==> config.mk <==
export PLATFORM = sky130hd
export DESIGN_NAME = cfg_space_regs
export DESIGN_NICKNAME = d
export VERILOG_FILES = /design/src/rtl/cfg_space_pkg.sv /design/src/rtl/cfg_id_regs.sv /design/src/rtl/cfg_cmd_status.sv /design/src/rtl/cfg_mem_bar.sv /design/src/rtl/cfg_space_regs.sv
export SDC_FILE = /design/constraint.sdc
export NUM_CORES = 1
export LEC_CHECK = 0
export ABC_AREA = 1
export CORE_ASPECT_RATIO = 0.7
export CORE_MARGIN = 2
export CORE_UTILIZATION = 41
export DETAILED_ROUTE_END_ITERATION = 8
export PLACE_DENSITY_LB_ADDON = 0.1
export SYNTH_ARGS = -nofsm -noshare
export SYNTH_HDL_FRONTEND = slang
export SYNTH_SLANG_ARGS = --single-unit
==> constraint.sdc <==
create_clock -name clk -period 3.1 [get_ports clk]
set_input_delay 0.62 -clock clk [delete_from_list [all_inputs] [get_ports clk]]
set_output_delay 0.62 -clock clk [all_outputs]
set_load 0.01 [all_outputs]
==> src/rtl/cfg_space_pkg.sv <==
// Package: shared dword indices and fixed field values for the configuration header.
// Assumes: dword indices are byte offsets divided by four.
package cfg_space_pkg;
    localparam int IDX_W = 6;
    localparam logic [IDX_W-1:0] IDX_ID     = 6'd0;
    localparam logic [IDX_W-1:0] IDX_CMDSTS = 6'd1;
    localparam logic [IDX_W-1:0] IDX_CLASS  = 6'd2;
    localparam logic [IDX_W-1:0] IDX_MISC   = 6'd3;
    localparam logic [IDX_W-1:0] IDX_BAR0   = 6'd4;
    localparam logic [1:0]  DEVSEL_MEDIUM   = 2'b01;

    // Status flag bundle kept by the command/status unit
    typedef struct packed {
        logic perr;
        logic serr;
        logic tabort;
    } sts_flags_t;
endpackage

==> src/rtl/cfg_id_regs.sv <==
// Module: holds vendor and device identifiers.
// Resets to parameter defaults; a single-cycle load strobe replaces both words.
// Assumes: the EEPROM reader presents stable words while ee_load_valid is high.
module cfg_id_regs #(
    parameter logic [15:0] DEF_VENDOR = 16'h13A8,
    parameter logic [15:0] DEF_DEVICE = 16'h0152
) (
    input  logic        clk,
    input  logic        rst_n,
    input  logic        ld_valid,
    input  logic [15:0] ld_vendor,
    input  logic [15:0] ld_device,
    output logic [15:0] vendor_id,
    output logic [15:0] device_id
);
    // Identifier capture: defaults at reset, EEPROM words on load
    always_ff @(posedge clk) begin
        if (!rst_n) begin
            vendor_id <= DEF_VENDOR;
            device_id <= DEF_DEVICE;
        end else if (ld_valid) begin
            vendor_id <= ld_vendor;
            device_id <= ld_device;
        end
    end
endmodule

==> src/rtl/cfg_cmd_status.sv <==
// Module: command enables and sticky write-one-to-clear status flags.
// Assumes: wr_en is already qualified with the command/status dword index.
// An event arriving in the same cycle as a clear keeps its flag set.
module cfg_cmd_status
    import cfg_space_pkg::*;
(
    input  logic        clk,
    input  logic        rst_n,
    input  logic        wr_en,
    input  logic [3:0]  be,
    input  logic [31:0] wdata,
    input  logic        ev_perr,
    input  logic        ev_serr,
    input  logic        ev_tabort,
    output logic        io_en,
    output logic        mem_en,
    output logic        perr_en,
    output logic        serr_en,
    output sts_flags_t  flags
);
    sts_flags_t clr;

    // Clear requests: a one in the flag bit with the top byte enabled
    always_comb begin
        clr.perr   = wr_en && be[3] && wdata[31];
        clr.serr   = wr_en && be[3] && wdata[30];
        clr.tabort = wr_en && be[3] && wdata[27];
    end

    // Command bits in byte 0 (bits 6, 1, 0) and byte 1 (bit 8)
    always_ff @(posedge clk) begin
        if (!rst_n) begin
            io_en   <= 1'b0;
            mem_en  <= 1'b0;
            perr_en <= 1'b0;
            serr_en <= 1'b0;
        end else if (wr_en) begin
            if (be[0]) begin
                io_en   <= wdata[0];
                mem_en  <= wdata[1];
                perr_en <= wdata[6];
            end
            if (be[1]) serr_en <= wdata[8];
        end
    end

    // Sticky flags: set by event, cleared by write-one, set wins
    always_ff @(posedge clk) begin
        if (!rst_n) begin
            flags <= '0;
        end else begin
            flags.perr   <= ev_perr   || (flags.perr   && !clr.perr);
            flags.serr   <= ev_serr   || (flags.serr   && !clr.serr);
            flags.tabort <= ev_tabort || (flags.tabort && !clr.tabort);
        end
    end
endmodule

==> src/rtl/cfg_mem_bar.sv <==
// Module: memory base address register with a fixed power-of-two window.
// Bits below SIZE_LOG2 are hardwired to zero; upper bits are written per byte.
// Assumes: wr_en is already qualified with the BAR dword index.
module cfg_mem_bar #(
    parameter int SIZE_LOG2 = 10
) (
    input  logic        clk,
    input  logic        rst_n,
    input  logic        wr_en,
    input  logic [3:0]  be,
    input  logic [31:0] wdata,
    input  logic        mem_en,
    input  logic [31:0] bus_addr,
    output logic [31:0] base,
    output logic        hit
);
    localparam logic [31:0] WR_MASK = ~((32'd1 << SIZE_LOG2) - 32'd1);

    logic [31:0] base_q;

    // One register slice per byte lane, masked to the writable bits
    for (genvar b = 0; b < 4; b++) begin : g_lane
        localparam logic [7:0] LANE_MASK = WR_MASK[8*b +: 8];
        // Byte-lane update honouring its enable and the writable mask
        always_ff @(posedge clk) begin
            if (!rst_n)
                base_q[8*b +: 8] <= 8'h00;
            else if (wr_en && be[b])
                base_q[8*b +: 8] <= wdata[8*b +: 8] & LANE_MASK;
        end
    end

    assign base = base_q;

    // Window compare on the address bits above the window size
    always_comb begin
        hit = mem_en && (bus_addr[31:SIZE_LOG2] == base_q[31:SIZE_LOG2]);
    end
endmodule

==> src/rtl/cfg_space_regs.sv <==
// Module: Type 0 configuration header register file for a single-function target.
// Decodes dword index and byte enables, applies writes on the clock edge and
// returns read data combinationally. Unlisted indices read zero.
// Assumes: the bus engine holds index, enables and data stable around the edge.
module cfg_space_regs
    import cfg_space_pkg::*;
#(
    parameter logic [15:0] DEF_VENDOR = 16'h13A8,
    parameter logic [15:0] DEF_DEVICE = 16'h0152,
    parameter logic [23:0] CLASS_CODE = 24'h070002,
    parameter logic [7:0]  REV_ID     = 8'h01,
    parameter int          BAR_LOG2   = 10
) (
    input  logic             clk,
    input  logic             rst_n,
    input  logic             cfg_wr,
    input  logic [IDX_W-1:0] cfg_dw_idx,
    input  logic [3:0]       cfg_be,
    input  logic [31:0]      cfg_wdata,
    output logic [31:0]      cfg_rdata,
    input  logic             ev_parity_err,
    input  logic             ev_sys_err,
    input  logic             ev_target_abort,
    input  logic             ee_load_valid,
    input  logic [15:0]      ee_vendor_id,
    input  logic [15:0]      ee_device_id,
    input  logic [31:0]      bus_addr,
    output logic             mem_space_en,
    output logic             io_space_en,
    output logic             perr_resp_en,
    output logic             serr_drv_en,
    output logic [31:0]      bar_base,
    output logic             mem_hit
);
    logic [15:0] vendor_id, device_id;
    sts_flags_t  flags;
    logic        wr_cmd, wr_bar;

    // Write qualification per implemented writable dword
    always_comb begin
        wr_cmd = cfg_wr && (cfg_dw_idx == IDX_CMDSTS);
        wr_bar = cfg_wr && (cfg_dw_idx == IDX_BAR0);
    end

    cfg_id_regs #(.DEF_VENDOR(DEF_VENDOR), .DEF_DEVICE(DEF_DEVICE)) u_id (
        .clk(clk), .rst_n(rst_n), .ld_valid(ee_load_valid),
        .ld_vendor(ee_vendor_id), .ld_device(ee_device_id),
        .vendor_id(vendor_id), .device_id(device_id)
    );

    cfg_cmd_status u_cs (
        .clk(clk), .rst_n(rst_n), .wr_en(wr_cmd), .be(cfg_be), .wdata(cfg_wdata),
        .ev_perr(ev_parity_err), .ev_serr(ev_sys_err), .ev_tabort(ev_target_abort),
        .io_en(io_space_en), .mem_en(mem_space_en), .perr_en(perr_resp_en),
        .serr_en(serr_drv_en), .flags(flags)
    );

    cfg_mem_bar #(.SIZE_LOG2(BAR_LOG2)) u_bar (
        .clk(clk), .rst_n(rst_n), .wr_en(wr_bar), .be(cfg_be), .wdata(cfg_wdata),
        .mem_en(mem_space_en), .bus_addr(bus_addr), .base(bar_base), .hit(mem_hit)
    );

    // Read multiplexer assembling each dword from its fields
    always_comb begin
        cfg_rdata = '0;
        case (cfg_dw_idx)
            IDX_ID:     cfg_rdata = {device_id, vendor_id};
            IDX_CMDSTS: cfg_rdata = {flags.perr, flags.serr, 2'b00, flags.tabort,
                                     DEVSEL_MEDIUM, 1'b0, 1'b1, 7'd0,
                                     7'd0, serr_drv_en, 1'b0, perr_resp_en,
                                     4'd0, mem_space_en, io_space_en};
            IDX_CLASS:  cfg_rdata = {CLASS_CODE, REV_ID};
            IDX_BAR0:   cfg_rdata = bar_base;
            default:    cfg_rdata = '0;
        endcase
    end
endmodule

==> flow_summary.toml <==
[timing]
min_period_ps = 3087
relSlewSlack_pct = 64.15
tightest_slew_ps = 537.0
skew_ps = 0
hold_viol_final = 0
rsz0062_at_grt = "yes"
tns_ps = 0
slew_violations = 0
finalSetupViolCount = 0
fin_crit_sh_pct = 99.59
fmax_ghz = 0.3239

[synth]
yosysMostFrequentCell = "nor2_1"
synth.mux.area_fraction_pct = 0
ys_top_cells_by_count = "88 x nor2_1, 66 x o21ai_0, 64 x nand2_1, 61 x dfxtp_1, 29 x inv_1"
synth_xor_area_share_pct = 2.857
syn_avg_cell_area_um2 = 7.096
synthesis.area_um2 = 3065
synth_simple_gate_area_share_pct = 30.73
ys_seq_area_share_pct = 39.84
ys.flop_type = "dfxtp_1"
synth_cell_types = 27
synth-compound-area-share_pct = 16.33
synthCells = 432
synth_top_area_cell = "dfxtp_1"
synthArstFlopShare_pct = 0
synth_seq_cells = 61
synth_top_family_by_area = "simple AND/OR/NAND/NOR gates"
synthTopCellsByArea = "dfxtp_1 40%, nor2_1 11%, o21ai_0 11%, nand2_1 7.8%, nor4_1 4.5%"
netlist.area_leader.share_pct = 39.84
ys_warn_count = 0
synthAdderAreaFrac_pct = 0
synth_edf_count = 0

[power_and_ir_drop]
p_leak_nw = 2.398
power_density_nw_per_um2 = 363.9
finalPower_mw = 1.812
peakVddDrop_uv = 307.7

[layout]
fin_nets = 703
multi_input_area_um2 = 1570
area_growth_pct = 62.49
drive_above_1_share_pct = 7.576
regArea_um2 = 1221
n_fill_cell = 619
antenna_cells = 0

[die]
die_w_um = 107.4
row_count = 26
dieArea_um2 = 8196
die_y_um = 76.35
initial_core_util_pct = 42.07
num_io_pins = 182
core_region_area_um2 = 7287

[setup_path]
r2r_end = "u_bar.base[18]"
reg2reg_slack_ps = 2320
endpoint_kind = "output port"
critPathLaunch = "cfg_dw_idx[5]"
crit_path_max_fanout = 22
crit_type = "primary input to output port"
crit_required_ps = 2480
cp-start-kind = "primary input"
reg2reg_depth = 2
r2r_start = "u_bar.base[18]"
worstPathArrival_ps = 2470

[placed_design]
dp_hpwl_um = 8121
port_buffers = 155
finalWeightedCongestion = 0.9216

[global_route]
grt.total_usage_pct = 26.15
gr-total-overflow = 0
antenna_found_initial = 0
grt_pass1_vias = 3370
grt_start_max_net_pins = 39
grt_pass1_wl_um = 16790

[detailed_routing]
wirelength_um = 10750
first_pass_iters = 5
drt_iter0_markers = 173
ant_nets = 0
vias = 3515
drt-vias-per-instance = 5.079
drc_errors = 0
wl_per_cell_um = 15.53

[clock_network]
clk_latency_ps = 330
clk_pin_slew_ps = 60
cts-htree-levels = 3
cts-buffers-inserted = 9
cts_max_path_buffers = 2
cts_tree = "done"
clock-root-buffer = "clkbuf_8"
cts.sinks = 61

[min_path]
hold-path-endpoint = "u_id.vendor_id[4]"
hold_depth = 2
hp-class = "flip-flop to flip-flop"
hold_path_startpoint = "u_id.vendor_id[4]"

[status]
status = "complete, no violations"

[flow_run]
drv_cap = 0
## per-stage QoR
step                utilization (%)  area, um2  instances  setup slack [ps]  hold slack, ps
finish                        68.36       4981        692             12.68           458.0
global route                  68.36       4981        692            -29.10           487.2
CTS                           67.29       4903        690            -2.447           462.1
detailed placement            64.53       4702        675            -28.31           446.6
global placement              64.53       4702        675             1.123           439.3
floorplan                         -       3099        441             985.2           423.6
## metal layers
| layer | wire [um] | up-vias | GRT usage (%) |
|---|---|---|---|
| met2 | 4876 | 159 | 40.82 |
| met4 | 170 | 0 | 8.077 |
| met3 | 1107 | 14 | 8.811 |
| met5 | 0 | - | 0 |
| met1 | 4592 | 1611 | 34.24 |
| li1 | - | 1731 | - |
## timing repair
action | in CTS | in global routing
buffers inserted | 0 | 2
endpoints found under the hold margin | 0 | 0
resized for setup | 2 | 26
hold buffers | 0 | 0
endpoints found under the setup margin | 8 | 31
## sequential cells by signal, indices dropped and copies added, names as in the netlist
name,count
u_bar.base,22
u_cs.flags,3
u_cs.io_en,1
u_cs.mem_en,1
u_cs.perr_en,1
u_cs.serr_en,1
u_id.device_id,16
u_id.vendor_id,16
## cell type report
cell class                      instances  share of cell area, %
Timing Repair Buffer                  169                  34.99
Multi-Input combinational cell        316                  31.52
Inverter                               33                  2.512
Sequential cell                        61                  24.52
Clock buffer                           11                  3.039
Clock inverter                          4                 0.9545
Tap cell                               98                  2.462
## layout by cell type (no fill, tap or decap), types with 3 or more instances in the layout
| cell type | n |
|---|---|
| clkinv_2 | 3 |
| conb_1 | 10 |
| nand3_1 | 14 |
| nor4_1 | 22 |
| clkbuf_8 | 11 |
| buf_4 | 10 |
| nor2_1 | 87 |
| nand4_1 | 6 |
| clkdlybuf4s50_1 | 132 |
| inv_1 | 28 |
| dfxtp_1 | 61 |
| xnor2_1 | 3 |
| nor2_2 | 4 |
| o21ai_0 | 66 |
| or2_2 | 3 |
| xor2_1 | 7 |
| nand2_1 | 64 |
| a21oi_1 | 8 |
| nor3_4 | 4 |
| dlymetal6s2s_1 | 22 |
| a22o_1 | 11 |
## power by group
part	switching [mW]	total [mW]	leakage, nW	internal (mW)
sequential	0.0168	0.834	0.501	0.817
clock	0.302	0.710	0.101	0.408
combinational	0.118	0.269	1.80	0.151
total	0.437	1.81	2.40	1.38
## worst max-delay path, stage by stage
cell and delay, ps:
clkdlybuf4s50_1 420, nor2_2 180, buf_4 160, nand3_4 100, buf_12 180, o21ai_0 230
clkdlybuf4s50_1 590
## worst max path at each step
stage	endpoint	cells past startpoint
floorplan	cfg_rdata[19]	6
global placement	cfg_rdata[29]	8
detailed placement	cfg_rdata[29]	8
CTS	cfg_rdata[28]	8
global route	cfg_rdata[0]	8
finish	cfg_rdata[24]	7
## logic make-up (layout without fill, tap and decap cells)
group                  count (synthesis)  count (layout)
AO/OA/AOI/OAI                         90              90
XOR/XNOR                              10              10
buffers and inverters                 64             217
flip-flops                            61              61
other                                  1              10
AND/OR/NAND/NOR                      206             206
No activity file was read; power rests on OpenSTA's default activity.
